## src/rtl/clkgear_pkg.sv

```systemverilog
// Shared widths, control word field positions and the settings record.
// Assumes the gear field is at most a few bits wide (ratio up to 2^(2^GEAR_W-1)).
package clkgear_pkg;
    localparam int GEAR_W = 2;
    localparam int MUL_W  = 2;
    localparam int WORD_W = 7;
    localparam int F_SRC  = 0;
    localparam int F_GEAR = 1;
    localparam int F_DBL  = F_GEAR + GEAR_W;
    localparam int F_MUL  = F_DBL + 1;
    localparam int F_CLR  = F_MUL + MUL_W;
    localparam logic [MUL_W-1:0] MUL_TOP = '1;

    typedef struct packed {
        logic              src_pll;
        logic [GEAR_W-1:0] gear;
        logic              dbl;
        logic [MUL_W-1:0]  mul;
    } cfg_t;

    // Splits a control word into the settings record.
    function automatic cfg_t unpack_word(input logic [WORD_W-1:0] w);
        cfg_t c;
        c.src_pll = w[F_SRC];
        c.gear    = w[F_GEAR +: GEAR_W];
        c.dbl     = w[F_DBL];
        c.mul     = w[F_MUL +: MUL_W];
        return c;
    endfunction
endpackage

```

## src/rtl/clkgear_regs.sv

```systemverilog
// Settings register with write legality checks and a sticky error flag.
// Assumes wr_en is a single-cycle strobe; the checks compare against the
// settings currently held, not the ones being written.
module clkgear_regs
    import clkgear_pkg::*;
(
    input  logic              clk,
    input  logic              rst_n,
    input  logic              wr_en,
    input  logic [WORD_W-1:0] wr_data,
    output cfg_t              cfg,
    output logic              err
);
    cfg_t nxt;
    logic drop_dbl;
    logic mul_chg;
    logic inhibited;
    logic reject;

    // Decode the incoming word and classify it against the legality rules.
    always_comb begin
        nxt       = unpack_word(wr_data);
        drop_dbl  = cfg.src_pll && cfg.dbl && !nxt.dbl;
        mul_chg   = cfg.src_pll && (nxt.mul != cfg.mul);
        inhibited = nxt.src_pll && !nxt.dbl && (nxt.gear == '0) && (nxt.mul == MUL_TOP);
        reject    = drop_dbl || mul_chg || inhibited;
    end

    // Apply accepted writes; a rejected write only raises the error flag.
    always_ff @(posedge clk) begin
        if (!rst_n) begin
            cfg <= '0;
            err <= 1'b0;
        end else if (wr_en) begin
            if (reject) begin
                err <= 1'b1;
            end else begin
                cfg <= nxt;
                if (wr_data[F_CLR]) err <= 1'b0;
            end
        end
    end

    a_r5_mul_locked_on_pll: assert property (@(posedge clk) disable iff (!rst_n)
        cfg.src_pll |=> $stable(cfg.mul));
    a_r4_dbl_kept_on_pll: assert property (@(posedge clk) disable iff (!rst_n)
        (cfg.src_pll && cfg.dbl) |=> cfg.dbl);
    a_r6_never_inhibited: assert property (@(posedge clk) disable iff (!rst_n)
        !(cfg.src_pll && !cfg.dbl && (cfg.gear == '0) && (cfg.mul == MUL_TOP)));
    a_r7_reject_holds: assert property (@(posedge clk) disable iff (!rst_n)
        (wr_en && reject) |=> (err && $stable(cfg)));
endmodule

```

## src/rtl/clkgear_srcsel.sv

```systemverilog
// Builds the halved-oscillator strobe and selects the active source strobe.
// Assumes osc_tick and pll_tick are single-cycle strobes on clk.
module clkgear_srcsel (
    input  logic clk,
    input  logic rst_n,
    input  logic osc_tick,
    input  logic pll_tick,
    input  logic use_pll,
    output logic src_tick
);
    logic half_ph;
    logic div2_tick;

    // Toggle on each oscillator strobe so every second one passes.
    always_ff @(posedge clk) begin
        if (!rst_n)        half_ph <= 1'b0;
        else if (osc_tick) half_ph <= ~half_ph;
    end

    // Gate the oscillator strobe and pick the source.
    always_comb begin
        div2_tick = osc_tick && half_ph;
        src_tick  = use_pll ? pll_tick : div2_tick;
    end

    a_r2_div2_needs_osc: assert property (@(posedge clk) disable iff (!rst_n)
        (!use_pll && src_tick) |-> osc_tick);
endmodule

```

## src/rtl/clkgear_divider.sv

```systemverilog
// Gear divider and doubler phase: turns source strobes into core and bus
// enables. New gear/doubler requests are loaded only at a period boundary.
// Assumes src_tick is a single-cycle strobe; outputs are registered.
module clkgear_divider
    import clkgear_pkg::*;
#(
    parameter int CNT_W = (1 << GEAR_W) - 1
) (
    input  logic              clk,
    input  logic              rst_n,
    input  logic              src_tick,
    input  logic [GEAR_W-1:0] gear_req,
    input  logic              dbl_req,
    output logic [GEAR_W-1:0] act_gear,
    output logic              cpu_en,
    output logic              bus_en
);
    logic [CNT_W-1:0]  cnt;
    logic [CNT_W-1:0]  last_cnt;
    logic [GEAR_W-1:0] eff_req;
    logic              act_dbl;
    logic              phase;

    // Terminal count of the active ratio and the forced-1/1 request.
    always_comb begin
        last_cnt = CNT_W'((32'd1 << act_gear) - 32'd1);
        eff_req  = dbl_req ? '0 : gear_req;
    end

    // Count source strobes, pulse at the terminal count, reload settings there.
    always_ff @(posedge clk) begin
        if (!rst_n) begin
            cnt      <= '0;
            act_gear <= '0;
            act_dbl  <= 1'b0;
            phase    <= 1'b0;
            cpu_en   <= 1'b0;
            bus_en   <= 1'b0;
        end else begin
            cpu_en <= 1'b0;
            bus_en <= 1'b0;
            if (src_tick) begin
                if (cnt == last_cnt) begin
                    cnt      <= '0;
                    cpu_en   <= 1'b1;
                    bus_en   <= act_dbl ? phase : 1'b1;
                    phase    <= act_dbl ? ~phase : 1'b0;
                    act_gear <= eff_req;
                    act_dbl  <= dbl_req;
                end else begin
                    cnt <= cnt + 1'b1;
                end
            end
        end
    end

    a_r3_bus_inside_cpu: assert property (@(posedge clk) disable iff (!rst_n)
        bus_en |-> cpu_en);
    a_r3_gear_forced: assert property (@(posedge clk) disable iff (!rst_n)
        act_dbl |-> (act_gear == '0));
    a_r9_gear_at_boundary: assert property (@(posedge clk) disable iff (!rst_n)
        !$stable(act_gear) |-> cpu_en);
    a_r2_bus_follows_cpu: assert property (@(posedge clk) disable iff (!rst_n)
        (cpu_en && !act_dbl && !$stable(cpu_en)) |-> bus_en);
endmodule

```

## src/rtl/clkgear_ctrl.sv

```systemverilog
// Top of the clock gear and doubler controller: settings register, source
// selection and gear divider. Assumes strobe inputs are synchronous to clk.
module clkgear_ctrl
    import clkgear_pkg::*;
(
    input  logic              clk,
    input  logic              rst_n,
    input  logic              osc_tick,
    input  logic              pll_tick,
    input  logic              wr_en,
    input  logic [WORD_W-1:0] wr_data,
    output logic              cpu_en,
    output logic              bus_en,
    output logic              src_pll,
    output logic [GEAR_W-1:0] gear_sel,
    output logic              dbl_on,
    output logic [MUL_W-1:0]  pll_mul,
    output logic [GEAR_W-1:0] eff_gear,
    output logic              cfg_err
);
    cfg_t cfg;
    logic src_tick;

    clkgear_regs regs_i (
        .clk     (clk),
        .rst_n   (rst_n),
        .wr_en   (wr_en),
        .wr_data (wr_data),
        .cfg     (cfg),
        .err     (cfg_err)
    );

    clkgear_srcsel srcsel_i (
        .clk      (clk),
        .rst_n    (rst_n),
        .osc_tick (osc_tick),
        .pll_tick (pll_tick),
        .use_pll  (cfg.src_pll),
        .src_tick (src_tick)
    );

    clkgear_divider div_i (
        .clk      (clk),
        .rst_n    (rst_n),
        .src_tick (src_tick),
        .gear_req (cfg.gear),
        .dbl_req  (cfg.dbl),
        .act_gear (eff_gear),
        .cpu_en   (cpu_en),
        .bus_en   (bus_en)
    );

    // Expose the stored settings.
    always_comb begin
        src_pll  = cfg.src_pll;
        gear_sel = cfg.gear;
        dbl_on   = cfg.dbl;
        pll_mul  = cfg.mul;
    end
endmodule

```

## config.mk

```make
export PLATFORM = sky130hd
export DESIGN_NAME = clkgear_ctrl
export DESIGN_NICKNAME = d
export VERILOG_FILES = /design/src/rtl/clkgear_pkg.sv /design/src/rtl/clkgear_regs.sv /design/src/rtl/clkgear_srcsel.sv /design/src/rtl/clkgear_divider.sv /design/src/rtl/clkgear_ctrl.sv
export SDC_FILE = /design/constraint.sdc
export NUM_CORES = 1
export LEC_CHECK = 0
export ABC_AREA = 1
export BUFFER_PORTS_ARGS = -buffer_cell sky130_fd_sc_hd__buf_4
export CELL_PAD_IN_SITES_DETAIL_PLACEMENT = 1
export CELL_PAD_IN_SITES_GLOBAL_PLACEMENT = 1
export CORE_ASPECT_RATIO = 1.1
export CORE_MARGIN = 3
export CORE_UTILIZATION = 32
export CTS_CLUSTER_DIAMETER = 100
export CTS_CLUSTER_SIZE = 10
export DETAILED_ROUTE_END_ITERATION = 10
export GPL_ROUTABILITY_DRIVEN = 0
export PLACE_DENSITY = 0.84
export SLEW_MARGIN = 30
export SYNTH_ARGS = -nofsm -noshare
export SYNTH_HDL_FRONTEND = slang
export SYNTH_HIERARCHICAL = 1
export SYNTH_SLANG_ARGS = --single-unit
```

## constraint.sdc

```tcl
create_clock -name clk -period 1.16 [get_ports clk]
set_input_delay 0.058 -clock clk [delete_from_list [all_inputs] [get_ports clk]]
set_output_delay 0.058 -clock clk [all_outputs]
set_load 0.02 [all_outputs]
```

==> out/qor.csv <==
stage;metric;value;unit
run_status;status;finished clean;
pwr;total leakage power;0.639;nW
yosys;area share of the leading cell type in the synthesized netlist;0.374;
pwr;Power, Total;1.42;mW
global_route;antenna violations before repair;0;
worst_setup_path;WP data required;1.35;ns
yosys;Synth Warn #;6;
yosys;top-count cell post-synth;nand2_1;
sta;Max Clock Skew;0.00213;ns
clock_tree;total clock sinks;17;
routing;Final ANT Viol Nets;0;
yosys;Mapped Avg Cell Area;6.84;um^2
placed_design;pre-CTS setup slack;-0.0379;ns
yosys;EDFF count, synth;0;
sta;Setup violations, final;0;
clock_tree;clock root buffer;clkbuf_4;
yosys;Synth Register Bits;17;
sta;slew margin rel.;0.851;
worst_setup_path;cells on worst reg2reg path;8;
worst_setup_path;Buf/Inv on CP;2;
die;die area;3520;um^2
worst_setup_path;CP top delay family;simple AND/OR/NAND/NOR gates;
sta;Hold WS;0.0275;ns
clock_tree;Clock Path Buffers;2;
clock_tree;clock slew at reported path FFs;0.10;ns
die;Core ar.;2620;um^2
routing;Via density;4.75;
routing;drt total wl;2430;um
sta;final period utilization;0.987;
min_path;Hold EP;srcsel_i/half_ph$_SDFFE_PN0P_;
yosys;largest area contributor in the netlist;dfxtp_1;
routing;initial DRC count;26;
cells_and_area;layout cells sized above 1;0.390;
routing;WL/cell;12.5;um
clock_tree;CTS Buf Count;3;
worst_setup_path;CP Launch Type;flip-flop;
worst_setup_path;Arr. time, crit path;1.33;ns
pwr;PD cells;1130;nW/um^2
die;Initial Utilization;0.348;
routing;DRC violations left;0;
die;Die X-Extent;56.8;um
global_route;global-route wire length before repair;3860;um
worst_setup_path;CP max FO;6;
die;Die Ht;61.9;um
placed_design;Buffers on Ports;22;
worst_setup_path;start of the worst register-to-register path;regs_i/cfg[5]$_SDFFE_PN0P_;
worst_setup_path;Max stage delay cell, worst path;dfxtp_4;
global_route;GRT Total Usage;0.138;
placed_design;placed insts;187;
placed_design;HPWL Detailed;1800;um
cells_and_area;Syn-to-layout area delta;38.4;%
global_route;gr ovfl total;0;
worst_setup_path;r2r endpoint;regs_i/cfg[1]$_SDFFE_PN0P_;
yosys;Async SR Flop Fraction;0;
worst_setup_path;CP Cell Sequence;buf_4, nand2_2, nand2_2, nand2_4, buf_6, nand4_1, nand2_1, nor2_1;
min_path;class of the worst hold path;input pin to flip-flop;
clock_tree;Worst-Skew Late Latency;0.28;ns
worst_setup_path;critical path class;flip-flop to flip-flop;
sta;final worst slack;0.0149;ns
routing;DRT Pass-1 Iters;4;
worst_setup_path;Crit. End Element;flip-flop;
clock_tree;H-tree depth;1;
yosys;Synth area leaders;dfxtp_1 37%, nand2_1 14%, inv_1 9.5%, nor2_1 7.0%, nand4_1 6.9%;
yosys;register area share after synthesis;0.374;
min_path;hold path startpoint;osc_tick;
sta;fmax;873;MHz
routing;DR vias;926;
worst_setup_path;Crit path largest cell delay;0.36;ns
cells_and_area;final net count;178;
sta;final hold violations;0;
global_route;largest net degree at the start of global routing;19;
yosys;cells after synthesis;133;
cells_and_area;Layout fillers;355;
cells_and_area;Register Area;352;um^2
sta;worst slew pin tran;0.222;ns
yosys;Synth cell types;22;
pwr;Max IR drop VDD;0.000622;V
clock_tree;CTS tree;yes;
yosys;most frequent cells after synthesis;35 x nand2_1, 23 x inv_1, 17 x dfxtp_1, 17 x nor2_1, 10 x nand4_1;
sta;min Tclk post-route;1.15;ns
worst_setup_path;r2r setup slk;0.01;ns
sta;RSZ-0062 raised after global routing;true;
die;io pins;23;
flow_run;Max Cap Viol;0;
yosys;synthesized area;910;um^2
worst_setup_path;Top cell by count, worst path;nand2_2;
cells_and_area;post-route insts no fill;195;
min_path;Hold Path Depth;3;
sta;Slew Limit Fails;0;
die;Placement Rows;19;
sta;setup TNS;0;ns
global_route;number of global-route vias before repair;936;
cells_and_area;Diodes inserted;0;
yosys;Post-Synthesis Net Count;146;
yosys;ys flop type;dfxtp_1;
cells_and_area;Multi-input gate area;515;um^2
metrics by stage:
step / cell area [um^2] / util
finish: 1260 / 0.481
detailed placement: 1130 / 0.433
floorplan: 916 / -
CTS: 1190 / 0.455
global route: 1260 / 0.481
global placement: 1130 / 0.433
cell type report:
class,count,share of cell area
multi-input combinational,88,0.410
inverter,26,0.0775
timing repair buffer,29,0.182
tap,31,0.0308
clock buffer,4,0.0209
sequential,17,0.279
sequential cells by signal (all words and copies together) (netlist names):
name / count
div_i/phase: 1
div_i/act_gear: 2
regs_i/cfg: 6
div_i/bus_en: 1
div_i/cpu_en: 1
regs_i/err: 1
srcsel_i/half_ph: 1
div_i/act_dbl: 1
div_i/cnt: 3
cells in the final DEF, fill, tap and decap left out:
master and count:
dfxtp_1 10, inv_2 4, mux2i_1 1, ha_1 1, nand2_8 1, nor2_2 2
nand3_1 5, nand4_1 10, a21boi_1 1, nor3_2 1, xnor2_2 1, nand2_1 29
inv_1 22, nor2_4 1, nand2_4 3, buf_6 3, nand3_2 3, clkbuf_4 3
nand3_4 1, clkbuf_1 1, a21oi_1 1, dfxtp_2 6, nand2_2 8, dfxtp_4 1
xor2_1 1, o21ai_0 1, xnor2_1 1, buf_4 26, nor2_1 16
logic make-up after synthesis:
group | after synthesis | synth area share
muxes | 1 | 0.0110
DFF | 17 | 0.374
and+or+nand+nor | 80 | 0.435
xor gates and xnor gates | 3 | 0.0289
buffers and inverters | 28 | 0.118
AOI/OAI and AO/OA | 3 | 0.0192
adders and majority gates | 1 | 0.0138
worst min-delay path, cell delays in order:
cell and delay, ns:
buf_4 0.10, nor2_1 0.04, nor2_2 0.08
metal layers:
metal | vias up | share of wire | routed length (um) | track usage
met5 | - | 0 | 0 | 0
met2 | 33 | 0.54 | 1310 | 0.282
met3 | 2 | 0.057 | 139 | 0.0289
met4 | 0 | 0.014 | 33 | 0.0298
met1 | 423 | 0.39 | 946 | 0.148
li1 | 468 | - | - | -
worst max-delay path by stage:
stage / startpoint / end / slack, ns / cells after the start
2_1_floorplan: div_i/act_gear[0]$_SDFFE_PN0P_ / div_i/act_gear[1]$_SDFFE_PN0P_ / 0.004 / 7
3_3_place_gp: regs_i/cfg[5]$_SDFFE_PN0P_ / div_i/cnt[0]$_SDFFE_PN0P_ / 0.03 / 8
3_5_place_dp: regs_i/cfg[5]$_SDFFE_PN0P_ / div_i/phase$_SDFFE_PN0P_ / -0.04 / 8
4_1_cts: regs_i/cfg[5]$_SDFFE_PN0P_ / div_i/phase$_SDFFE_PN0P_ / -0.03 / 8
5_1_grt: regs_i/cfg[5]$_SDFFE_PN0P_ / regs_i/cfg[1]$_SDFFE_PN0P_ / -0.05 / 8
6_report: regs_i/cfg[5]$_SDFFE_PN0P_ / regs_i/cfg[1]$_SDFFE_PN0P_ / 0.01 / 8
where the power goes:
group          internal [mW]  total (mW)  switching [mW]
registers              0.628       0.665          0.0368
clock network          0.133       0.310           0.176
logic                  0.187       0.444           0.257
total                  0.949        1.42           0.470
timing repair:
action	CTS	global route
gates resized for setup	7	17
setup endpoints to repair	10	15
buffers inserted	1	3
hold buffers	0	0
pin swaps	3	10
(Power assumes the default switching activity.)
